File: config.mk
export PLATFORM = sky130hd
export DESIGN_NAME = blkdev_regbank
export DESIGN_NICKNAME = d
export VERILOG_FILES = /design/src/rtl/blkdev_regbank_pkg.sv /design/src/rtl/blkdev_regbank_ctrl.sv /design/src/rtl/blkdev_regbank_dp.sv /design/src/rtl/blkdev_regbank.sv
export SDC_FILE = /design/constraint.sdc
export NUM_CORES = 1
export LEC_CHECK = 0
export BUFFER_PORTS_ARGS = -buffer_cell sky130_fd_sc_hd__buf_2
export CAP_MARGIN = 5
export CORE_AREA = 2 2 154 156
export DETAILED_ROUTE_END_ITERATION = 10
export DIE_AREA = 0 0 156 158
export HOLD_SLACK_MARGIN = 0.12
export MAX_ROUTING_LAYER = met4
export SLEW_MARGIN = 20
export SYNTH_ARGS = -nofsm -noshare
export SYNTH_HDL_FRONTEND = slang
export SYNTH_SLANG_ARGS = --single-unit
File: constraint.sdc
create_clock -name clk -period 2.7 [get_ports clk]
set_input_delay 0.135 -clock clk [delete_from_list [all_inputs] [get_ports clk]]
set_output_delay 0.135 -clock clk [all_outputs]
set_load 0.03 [all_outputs]
File: src/rtl/blkdev_regbank_pkg.sv
package blkdev_regbank_pkg;

  typedef enum logic [2:0] {
    ST_IDLE   = 3'd0,
    ST_BUSY   = 3'd1,
    ST_RD_OK  = 3'd2,
    ST_WR_OK  = 3'd3,
    ST_RD_ERR = 3'd4,
    ST_WR_ERR = 3'd5
  } devStatus_e;

  localparam int unsigned NUM_REGS   = 8;
  localparam int unsigned WORD_BYTES = 4;
  localparam int unsigned WIN_BITS   = $clog2(NUM_REGS * WORD_BYTES);
  localparam int unsigned IDX_W      = $clog2(NUM_REGS);

  localparam logic [IDX_W-1:0] IDX_BUF   = 3'd0;
  localparam logic [IDX_W-1:0] IDX_CNT   = 3'd1;
  localparam logic [IDX_W-1:0] IDX_FIRST = 3'd2;
  localparam logic [IDX_W-1:0] IDX_OP    = 3'd3;
  localparam logic [IDX_W-1:0] IDX_STAT  = 3'd4;
  localparam logic [IDX_W-1:0] IDX_IRQEN = 3'd5;
  localparam logic [IDX_W-1:0] IDX_SIZE  = 3'd6;
  localparam logic [IDX_W-1:0] IDX_BSIZE = 3'd7;

  localparam logic [31:0] OPC_READ  = 32'd1;
  localparam logic [31:0] OPC_WRITE = 32'd2;

  // strobes from the control to the datapath
  typedef struct packed {
    logic             access;
    logic             rdEn;
    logic             rspErr;
    logic             wrBuf;
    logic             wrCnt;
    logic             wrFirst;
    logic             wrIrqEn;
    logic [IDX_W-1:0] rdSel;
  } regStrobes_t;

endpackage

File: src/rtl/blkdev_regbank_ctrl.sv
module blkdev_regbank_ctrl
  import blkdev_regbank_pkg::*;
#(
  parameter int unsigned ADDR_W = 12
) (
  input  logic              clk,
  input  logic              rstN,
  input  logic              busValid,
  input  logic              busWrite,
  input  logic [ADDR_W-1:0] busAddr,
  input  logic [31:0]       busWdata,
  input  logic              engDone,
  input  logic              engFail,
  output regStrobes_t       strb,
  output devStatus_e        status,
  output logic              go,
  output logic              goRead
);

  logic             inWindow;
  logic             aligned;
  logic [IDX_W-1:0] idx;
  logic             isIdle;
  logic             isTerminal;
  logic             startRead;
  logic             startWrite;
  logic             clrStatus;
  devStatus_e       statusNext;

  assign inWindow   = (busAddr[ADDR_W-1:WIN_BITS] == '0);
  assign aligned    = (busAddr[1:0] == 2'b00);
  assign idx        = busAddr[WIN_BITS-1:2];
  assign isIdle     = (status == ST_IDLE);
  assign isTerminal = (status == ST_RD_OK) || (status == ST_WR_OK) ||
                      (status == ST_RD_ERR) || (status == ST_WR_ERR);

  always_comb begin
    strb        = '0;
    strb.access = busValid;
    strb.rdSel  = idx;
    startRead   = 1'b0;
    startWrite  = 1'b0;
    clrStatus   = 1'b0;
    if (busValid) begin
      if (!inWindow || !aligned) begin
        strb.rspErr = 1'b1;
      end else if (busWrite) begin
        unique case (idx)
          IDX_BUF:   strb.wrBuf   = isIdle;
          IDX_CNT:   strb.wrCnt   = isIdle;
          IDX_FIRST: strb.wrFirst = isIdle;
          IDX_IRQEN: strb.wrIrqEn = 1'b1;
          IDX_OP: begin
            startRead  = isIdle && (busWdata == OPC_READ);
            startWrite = isIdle && (busWdata == OPC_WRITE);
          end
          default:   strb.rspErr  = 1'b1;
        endcase
      end else begin
        if (idx == IDX_OP) begin
          strb.rspErr = 1'b1;
        end else begin
          strb.rdEn = 1'b1;
          clrStatus = (idx == IDX_STAT) && isTerminal;
        end
      end
    end
  end

  always_comb begin
    statusNext = status;
    unique case (status)
      ST_IDLE: if (startRead || startWrite) statusNext = ST_BUSY;
      ST_BUSY: if (engDone) begin
        if (goRead) statusNext = engFail ? ST_RD_ERR : ST_RD_OK;
        else        statusNext = engFail ? ST_WR_ERR : ST_WR_OK;
      end
      default: if (clrStatus) statusNext = ST_IDLE;
    endcase
  end

  always_ff @(posedge clk) begin
    if (!rstN) begin
      status <= ST_IDLE;
      go     <= 1'b0;
      goRead <= 1'b0;
    end else begin
      status <= statusNext;
      go     <= startRead || startWrite;
      if (startRead || startWrite) goRead <= startRead;
    end
  end

  AST_GO_SINGLE_CYCLE: assert property (@(posedge clk) disable iff (!rstN)
    go |=> !go);
  AST_GO_WITH_BUSY: assert property (@(posedge clk) disable iff (!rstN)
    go |-> (status == ST_BUSY));
  AST_DONE_LEAVES_BUSY: assert property (@(posedge clk) disable iff (!rstN)
    (status == ST_BUSY && engDone) |=> (status != ST_BUSY && status != ST_IDLE));
  AST_STATUS_READ_CLEARS: assert property (@(posedge clk) disable iff (!rstN)
    clrStatus |=> (status == ST_IDLE));
  AST_STATUS_IN_RANGE: assert property (@(posedge clk) disable iff (!rstN)
    status <= ST_WR_ERR);

endmodule

File: src/rtl/blkdev_regbank_dp.sv
module blkdev_regbank_dp
  import blkdev_regbank_pkg::*;
#(
  parameter logic [31:0] DEV_BLOCKS  = 32'd65536,
  parameter logic [31:0] BLOCK_BYTES = 32'd512
) (
  input  logic        clk,
  input  logic        rstN,
  input  regStrobes_t strb,
  input  logic [31:0] busWdata,
  input  devStatus_e  status,
  output logic [31:0] bufBase,
  output logic [31:0] blkCount,
  output logic [31:0] firstBlk,
  output logic        irq,
  output logic        rspValid,
  output logic [31:0] rspData,
  output logic        rspErr
);

  logic        irqEn;
  logic [31:0] rdMux;

  always_ff @(posedge clk) begin
    if (!rstN) begin
      bufBase  <= '0;
      blkCount <= '0;
      firstBlk <= '0;
      irqEn    <= 1'b1;
    end else begin
      if (strb.wrBuf)   bufBase  <= busWdata;
      if (strb.wrCnt)   blkCount <= busWdata;
      if (strb.wrFirst) firstBlk <= busWdata;
      if (strb.wrIrqEn) irqEn    <= (busWdata != '0);
    end
  end

  always_comb begin
    unique case (strb.rdSel)
      IDX_BUF:   rdMux = bufBase;
      IDX_CNT:   rdMux = blkCount;
      IDX_FIRST: rdMux = firstBlk;
      IDX_STAT:  rdMux = {29'd0, status};
      IDX_IRQEN: rdMux = {31'd0, irqEn};
      IDX_SIZE:  rdMux = DEV_BLOCKS;
      IDX_BSIZE: rdMux = BLOCK_BYTES;
      default:   rdMux = '0;
    endcase
  end

  always_ff @(posedge clk) begin
    if (!rstN) begin
      rspValid <= 1'b0;
      rspErr   <= 1'b0;
      rspData  <= '0;
    end else begin
      rspValid <= strb.access;
      rspErr   <= strb.rspErr;
      rspData  <= strb.rdEn ? rdMux : '0;
    end
  end

  assign irq = irqEn && (status != ST_IDLE) && (status != ST_BUSY);

  AST_PARAMS_LOCKED: assert property (@(posedge clk) disable iff (!rstN)
    (status != ST_IDLE) |=> ($stable(bufBase) && $stable(blkCount) && $stable(firstBlk)));
  AST_ERR_WITH_VALID: assert property (@(posedge clk) disable iff (!rstN)
    rspErr |-> rspValid);
  AST_ERR_NO_DATA: assert property (@(posedge clk) disable iff (!rstN)
    rspErr |-> (rspData == '0));

endmodule

File: src/rtl/blkdev_regbank.sv
module blkdev_regbank
  import blkdev_regbank_pkg::*;
#(
  parameter int unsigned ADDR_W      = 12,
  parameter logic [31:0] DEV_BLOCKS  = 32'd65536,
  parameter logic [31:0] BLOCK_BYTES = 32'd512
) (
  input  logic              clk,
  input  logic              rstN,
  input  logic              busValid,
  input  logic              busWrite,
  input  logic [ADDR_W-1:0] busAddr,
  input  logic [31:0]       busWdata,
  output logic              rspValid,
  output logic [31:0]       rspData,
  output logic              rspErr,
  input  logic              engDone,
  input  logic              engFail,
  output logic              engGo,
  output logic              engRead,
  output logic [31:0]       engBufBase,
  output logic [31:0]       engBlkCount,
  output logic [31:0]       engFirstBlk,
  output logic              irq
);

  regStrobes_t strb;
  devStatus_e  status;

  blkdev_regbank_ctrl #(.ADDR_W(ADDR_W)) uCtrl (
    .clk      (clk),
    .rstN     (rstN),
    .busValid (busValid),
    .busWrite (busWrite),
    .busAddr  (busAddr),
    .busWdata (busWdata),
    .engDone  (engDone),
    .engFail  (engFail),
    .strb     (strb),
    .status   (status),
    .go       (engGo),
    .goRead   (engRead)
  );

  blkdev_regbank_dp #(.DEV_BLOCKS(DEV_BLOCKS), .BLOCK_BYTES(BLOCK_BYTES)) uDp (
    .clk      (clk),
    .rstN     (rstN),
    .strb     (strb),
    .busWdata (busWdata),
    .status   (status),
    .bufBase  (engBufBase),
    .blkCount (engBlkCount),
    .firstBlk (engFirstBlk),
    .irq      (irq),
    .rspValid (rspValid),
    .rspData  (rspData),
    .rspErr   (rspErr)
  );

  AST_IRQ_ONLY_TERMINAL: assert property (@(posedge clk) disable iff (!rstN)
    irq |-> (status >= ST_RD_OK));
  AST_GO_FROM_IDLE: assert property (@(posedge clk) disable iff (!rstN)
    engGo |-> ($past(status) == ST_IDLE));

endmodule

==> qor.txt, run 1 <==
Slew Limit Fails: 0
Startpoint types: input port
CTS sink cnt: 136
Net Count, Synth: 734
Clk buf depth: 2
Cell taking the most area after synthesis: dfxtp_1
Cell Rows: 56
GR Util All Layers: 0.165
PostCTS Resize Cnt: 0
Total power per unit cell area: 611 nW/um^2
Worst setup path class: input port to register
Leakage Power: 3.27 nW
Mapped cell area: 5680 sq um
Port-buffer cells: 182
R2R Path Start: uCtrl.status[1]
Grt ovf: 0
Fin crit share: 0.792
Final antenna diode count: 0
Layout Skew: 0.0109 ns
CTS tree: done
CP endpoint: uCtrl.status[2]
Register area share after synthesis: 0.479
Multi-input gate area: 2740 sq um
CP peak stage delay: 0.55 ns
Synth Instances: 684
Avg Inst Size Synth: 8.31 sq um
Synth warnings: 0
Worst Reg-to-Reg Cells: 6
Router iterations before antenna repair: 5
Worst endpoint required time: 3.00 ns
Clock root buffer: clkbuf_16
Post-synth EDFFs: 0
DRT iter0 DRCs: 301
Fin. Hold Viols: 0
HP Class: input port to register
Share of layout cells above drive strength 1: 0.265
Largest net degree at the start of global routing: 101
Worst path cell trace: dlygate4sd3_1 -> buf_2 -> buf_4 -> nor2b_1 -> nand4_1 -> o21a_1 -> o21a_1 -> dlygate4sd3_1
Max FO, Critical Path: 20
Core area: 23100 sq um
Crit path time final: 2.14 ns
Initial core utilization: 0.247
Max_slew headroom: 0.386
Clock Latency Late Sink: 0.42 ns
First-pass GRT wire length: 30.1 mm
DRT antenna net count: 0
Final setup fails: 0
Final wirelength: 19.7 mm
H-tree depth: 4
Die H: 158 microns
RR Endpoint: uDp.bufBase[28]
Max-capacitance violation count: 0
Vias/cell: 4.64
Crit path from: busAddr[3]
Number of fill cells: 2407
Peak Freq: 468 MHz
Synth top area cells: dfxtp_1 (48%), nand2_1 (13%), a21boi_1 (6.7%), a21boi_0 (6.1%), mux2i_1 (5.3%)
Register bit total from synthesis: 136
Synth cell types: 37
Initial antenna violation count: 0
Max stage delay cell, worst path: dlygate4sd3_1
Drt drc: 0
Routed len/inst: 16.6 microns
Top_reg_cell synth: dfxtp_1
Die area: 24600 sq um
Placer Congestion: 0.823
I/O Pins: 183
Clock Pin Slew Worst Setup and Hold Paths: 0.06 ns
Outcome: completed
Flop2flop setup slack: 0.60 ns
Arrival time at the worst endpoint: 2.44 ns
Tightest Pin Transition: 0.921 ns
Register area: 2720 sq um
Fin Setup TNS: 0 ns
FFs w/ async S/R, synth: 0
VDD IR max: 0.353 mV
Area share of the largest cell type after synthesis: 0.479
Area grow syn2layout: 37.9%
Dpl hpwl: 13.1 mm
Inserted Clock Buffers: 17
Vias in the first global route: 5316
RSZ-0062 raised after global routing: no
Final Util: 0.340
Vias post-DR: 5507
Die Wd: 156 microns
Type of destination of the critical path: register
Nets: 935
flip-flops by register name (all words and copies together), names as in the netlist:
name and count:
uDp.rspErr 1, uDp.blkCount 32, uDp.irqEn 1, uDp.bufBase 32, uCtrl.status 3, uDp.rspValid 1
uCtrl.go 1, uCtrl.goRead 1, uDp.rspData 32, uDp.firstBlk 32
cell usage after synthesis, types with 6 or more instances:
cell        n
nand2_1   201
dfxtp_1   136
nor2_1     75
a21boi_1   51
a21boi_0   46
a21oi_1    30
mux2i_1    30
buf_2      25
clkbuf_1   19
nor4_1      8
o21ai_0     8
nor2b_1     6
placed cells by master, fill, tap and decap left out, drive strengths merged:
cell type	n
a21boi	97
a21oi	30
a22oi	3
a2bb2oi	2
a31oi	3
and3	3
and4b	1
buf	195
bufinv	4
clkbuf	20
clkinv	5
clkinvlp	2
dfxtp	136
dlygate4sd3	37
inv	3
mux2	2
mux2i	30
nand2	201
nand3	1
nand4	5
nor2	75
nor2b	6
nor3	2
nor3b	2
nor4	10
nor4b	4
o21a	4
o21ai	8
o22a	2
or2	2
or3b	1
or4	1
xnor2	1
metal layers:
layer  vias to the layer above  GRT usage  wire [microns]
met4                         0     0.0511             328
li1                       2683          -               -
met1                      2595      0.201            8840
met5                         -          -               0
met2                       200      0.267            9220
met3                        29     0.0452            1350
layout make-up:
| class | count | area share |
|---|---|---|
| clock inverter | 12 | 0.0220 |
| timing repair buffer | 232 | 0.176 |
| tap | 290 | 0.0463 |
| clock buffer | 20 | 0.0583 |
| sequential | 136 | 0.347 |
| inverter | 2 | 0.000958 |
| multi-input combinational | 496 | 0.349 |
power by group:
part | internal, mW | leakage, nW | switching, mW | total, mW
Sequential | 2.01 | 1.10 | 0.000411 | 2.01
Combinational | 0.112 | 1.86 | 0.138 | 0.250
Clock | 1.59 | 0.306 | 0.932 | 2.53
per-stage QoR:
step	instance area [sq um]	std cells	total power, mW	setup WS [ns]	hold WS, ns
final	7840	1188	4.78	0.563	0.160
after global routing	7840	1188	4.94	0.387	0.149
after CTS	7840	1188	4.83	0.604	0.137
after detailed placement	6840	1119	2.26	0.620	0.403
after global placement	6840	1119	2.26	0.668	0.415
after floorplan	5680	684	2.15	0.911	0.264
repair_timing:
item,in CTS,in global routing
hold endpoints to repair,101,0
hold buffers,37,0
buffers inserted,0,0
worst max-delay path, delay by kind of cell:
family / cells / cell delay, ns
AO/OA/AOI/OAI: 2 / 0.36
buffers and inverters: 4 / 1.44
AND/OR/NAND/NOR: 2 / 0.49
worst min path at each step:
stage | start | endpoint | slack, ns | cells after the start
2_1_floorplan | busValid | uDp.rspValid | 0.26 | 2
3_3_place_gp | rstN | uCtrl.status[2] | 0.41 | 2
3_5_place_dp | rstN | uCtrl.status[2] | 0.40 | 2
4_1_cts | busWrite | uDp.irqEn | 0.14 | 3
5_1_grt | busWrite | uDp.irqEn | 0.15 | 3
6_report | busWrite | uDp.irqEn | 0.16 | 3
kinds of logic after synthesis:
group	synth area share
AOI/OAI and AO/OA	0.180
xor gates and xnor gates	0.00154
buffers and inverters	0.0451
DFF	0.479
muxes	0.0568
and+or+nand+nor	0.237
Note: power is estimated with default switching activity, not from simulation.
==> inputs of run 2 (changes only) <==
--- a/config.mk
+++ b/config.mk
@@ -5,11 +5,12 @@
 export SDC_FILE = /design/constraint.sdc
 export NUM_CORES = 1
 export LEC_CHECK = 0
+export ABC_AREA = 1
 export BUFFER_PORTS_ARGS = -buffer_cell sky130_fd_sc_hd__buf_2
 export CAP_MARGIN = 5
-export CORE_AREA = 2 2 154 156
+export CORE_AREA = 2 2 152 154
 export DETAILED_ROUTE_END_ITERATION = 10
-export DIE_AREA = 0 0 156 158
+export DIE_AREA = 0 0 154 156
 export HOLD_SLACK_MARGIN = 0.12
 export MAX_ROUTING_LAYER = met4
 export SLEW_MARGIN = 20
==> constraint.sdc (replaced) <==
create_clock -name clk -period 1.8 [get_ports clk]
set_input_delay 0.09 -clock clk [delete_from_list [all_inputs] [get_ports clk]]
set_output_delay 0.09 -clock clk [all_outputs]
set_load 0.03 [all_outputs]
==> run 2 against run 1 <==
Cell area down 2.7%. Non-clock buffer count up 4. Synthesized area down 3.6%. Clock skew down 0.0013 ns. Clock power up 30%. Core utilization up 0.093 points. Sequential share of layout area up 0.97 points. Critical endpoint is now uDp.rspData[27]. Highest routed layer unchanged. Worst hold slack better by 0.0097 ns. Global-route usage down 0.73 points.
==> qor.txt, run 2 <==
HP Class: input port to register
Type of destination of the critical path: register
Area share of the largest cell type after synthesis: 0.497 (+0.0178)
CTS sink cnt: 136 (unchanged)
Port-buffer cells: 182 (unchanged)
Fin crit share: 0.931
Inserted Clock Buffers: 17 (unchanged)
Cell taking the most area after synthesis: dfxtp_1
Largest net degree at the start of global routing: 65 (-36%)
DRT iter0 DRCs: 260 (-14%)
Mapped cell area: 5480 sq um (-3.6%)
Commonest non-fill, non-tap cell in the layout: buf_2
RR Endpoint: uDp.bufBase[15]
Worst Reg-to-Reg Cells: 7 (+1)
Post-synth EDFFs: 0 (unchanged)
Clock Pin Slew Worst Setup and Hold Paths: 0.06 ns (about the same)
WHS Path Cells: 3 (unchanged)
Leakage Power: 3.15 nW (-3.4%)
Dpl hpwl: 13.0 mm (-0.36%)
Layout Skew: 0.00953 ns (-0.00134 ns)
Crit path from: busValid
Share of layout cells above drive strength 1: 0.269 (+0.00362)
Clock root buffer: clkbuf_16
VDD IR max: 0.510 mV (+45%)
Register area share after synthesis: 0.497 (+0.0178)
Final setup fails: 0 (unchanged)
Clk buf depth: 2 (unchanged)
Crit. path cell count: 8 (unchanged)
Avg Inst Size Synth: 7.71 sq um (-7.2%)
Vias post-DR: 5323 (-3.3%)
Initial core utilization: 0.245 (-0.00155)
GR Util All Layers: 0.158 (-0.00732)
Top_reg_cell synth: dfxtp_1
Most frequent cells in the layout: buf_2 (182), dfxtp_1 (136), nand2_1 (116)
Max stage delay cell, worst path: dlygate4sd3_1
H-tree depth: 4 (unchanged)
Nets: 975 (+4.3%)
Die area: 24000 sq um (-2.5%)
Fin. Hold Viols: 0 (unchanged)
Crit path time final: 1.68 ns
Core area: 22400 sq um (-3.0%)
R2R Path Start: uCtrl.status[1]
Multi-input gate area: 2090 sq um (-24%)
Peak Freq: 597 MHz
Cell Rows: 55 (-1.8%)
Arrival time at the worst endpoint: 2.01 ns (-0.43 ns)
Router iterations before antenna repair: 4 (-1)
Initial antenna violation count: 1 (+1)
FFs w/ async S/R, synth: 0 (unchanged)
Most numerous cell in the Yosys netlist: dfxtp_1
Die Wd: 154 microns (-1.3%)
Top cells by count, synth: dfxtp_1 (136), nand2_1 (116), inv_1 (112)
Vias/cell: 4.35 (-6.2%)
XOR/XNOR Fraction of Synth Area: 0 (-0.00154)
First-pass GRT wire length: 28.4 mm (-5.6%)
CP endpoint: uDp.rspData[27]
Synth warnings: 0 (unchanged)
Net Count, Synth: 761 (+3.7%)
Register bit total from synthesis: 136 (unchanged)
Clock Latency Late Sink: 0.42 ns (about the same)
Max_slew headroom: 0.659 (+0.273)
Final wirelength: 18.3 mm (-7.1%)
Synth Instances: 711 (+3.9%)
CP peak stage delay: 0.56 ns (about the same)
Total power per unit cell area: 873 nW/um^2 (+43%)
Slew Limit Fails: 0 (unchanged)
Routed len/inst: 15.0 microns (-9.8%)
Number of fill cells: 2372 (-1.5%)
Max FO, Critical Path: 22 (+10%)
Register area: 2720 sq um (unchanged)
I/O Pins: 183 (unchanged)
Worst endpoint required time: 2.14 ns (-0.86 ns)
Post-synthesis compound-gate area fraction: 0.233 (+0.0528)
Placed Area: 6680 sq um (-2.3%)
Mux contribution to synthesized area: 0 (-0.0568)
Cell area after layout: 7620 sq um (-2.7%)
Worst path cell trace: dlygate4sd3_1 -> buf_2 -> nand2_1 -> dlygate4sd3_1 -> inv_1 -> nand4_2 -> buf_6 -> a31oi_1
Flop2flop setup slack: 0.27 ns (-0.33 ns)
Area grow syn2layout: 39.1%
Buffer and inverter count on the worst path: 5 (+1)
Vias in the first global route: 5026 (-5.5%)
Adder-Cell Fraction of Synth Area: 0 (unchanged)
Drt drc: 0 (unchanged)
Synth cell types: 35 (-5.4%)
Fin Setup TNS: 0 ns (unchanged)
Outcome: completed
Grt ovf: 0 (unchanged)
Synth top area cells: dfxtp_1 (50%), a21oi_1 (9.2%), nand2_1 (7.9%), inv_1 (7.7%), o21ai_0 (5.5%)
CTS tree: done
Most used cell, CP: dlygate4sd3_1
DRT antenna net count: 0 (unchanged)
Die H: 156 microns (-1.3%)
CP top delay family: buffers and inverters
Largest family of logic cells by synthesized area: compound AO/OA/AOI/OAI gates
RSZ-0062 raised after global routing: no
Simple-gate share of the synthesized area: 0.147 (-0.0898)
Tightest Pin Transition: 0.512 ns (-0.409 ns)
Fin Hold WS: 0.170 ns (+0.00972 ns)
Placer Congestion: 0.818 (-0.66%)
Worst setup path class: input port to register
Startpoint types: input port
Max-capacitance violation count: 0 (unchanged)
-- run 2: cell count changes in the layout (fill, tap and decap cells not counted), moves of 46 or more --
cell	previous run	this run
a21boi_0	46	0
a21boi_1	51	0
a21oi_1	30	101
inv_1	2	112
nand2_1	201	116
o21ai_0	8	60
-- run 2: per-layer routing --
| metal | vias up | share of wire | GRT usage |
|---|---|---|---|
| li1 | 2745 | - | - |
| met1 | 2418 | 0.45 | 0.190 |
| met2 | 134 | 0.48 | 0.252 |
| met3 | 26 | 0.049 | 0.0392 |
| met4 | 0 | 0.018 | 0.0650 |
| met5 | - | 0 | - |
-- run 2: worst reg2reg max path: cells and delay by family (launching register included) --
kind / cells / cell delay [ns]
compound gates: 2 / 0.25
buf+inv: 1 / 0.23
flops: 1 / 0.35
simple gates: 4 / 0.61
-- run 2: what timing repair did --
item                                   in CTS  in global routing
hold buffers                               38                  0
endpoints found under the hold margin     101                  0
buffers inserted                            0                  0
setup endpoints to repair                   0                  3
gates resized for setup                     0                  1
-- run 2: worst min path at each step --
stage / start / to / slack, ns
2_1_floorplan: busValid / uDp.rspErr / 0.23
4_1_cts: busAddr[4] / uDp.rspErr / 0.16
3_5_place_dp: busValid / uDp.rspValid / 0.38
6_report: busAddr[4] / uDp.rspErr / 0.17
3_3_place_gp: busAddr[3] / uDp.rspData[9] / 0.38
5_1_grt: busAddr[4] / uDp.rspErr / 0.20
-- run 2: power by group --
group	leakage, nW	switching, mW	internal, mW
logic	1.79	0.214	0.150
registers	1.10	0.000729	3.01
clock network	0.272	1.37	1.91
total	3.15	1.59	5.07
-- run 2: through the flow --
step                      total power, mW  setup WS [ns]  cells   util
after CTS                            6.75         0.0739   1223  0.341
after floorplan                      3.22          0.457    711      -
after detailed placement             3.38          0.264   1153  0.299
final                                6.66          0.124   1224  0.341
after global routing                 6.91         0.0434   1224  0.341
after global placement               3.38          0.334   1153  0.299
-- run 2: logic make-up (layout without fill, tap and decap cells) --
family / count (synthesis) / after routing
compound gates: 239 / 239
buf+inv: 156 / 383
flops: 136 / 136
other cells: 0 / 1
simple gates: 180 / 180
-- run 2: final cells by class --
class                      count  area share
inverter                     115      0.0566
clock buffer                  22      0.0635
multi-input combinational    419       0.274
timing repair buffer         236       0.192
antenna                        1    0.000328
tap                          285      0.0468
clock inverter                10     0.00919
sequential                   136       0.357
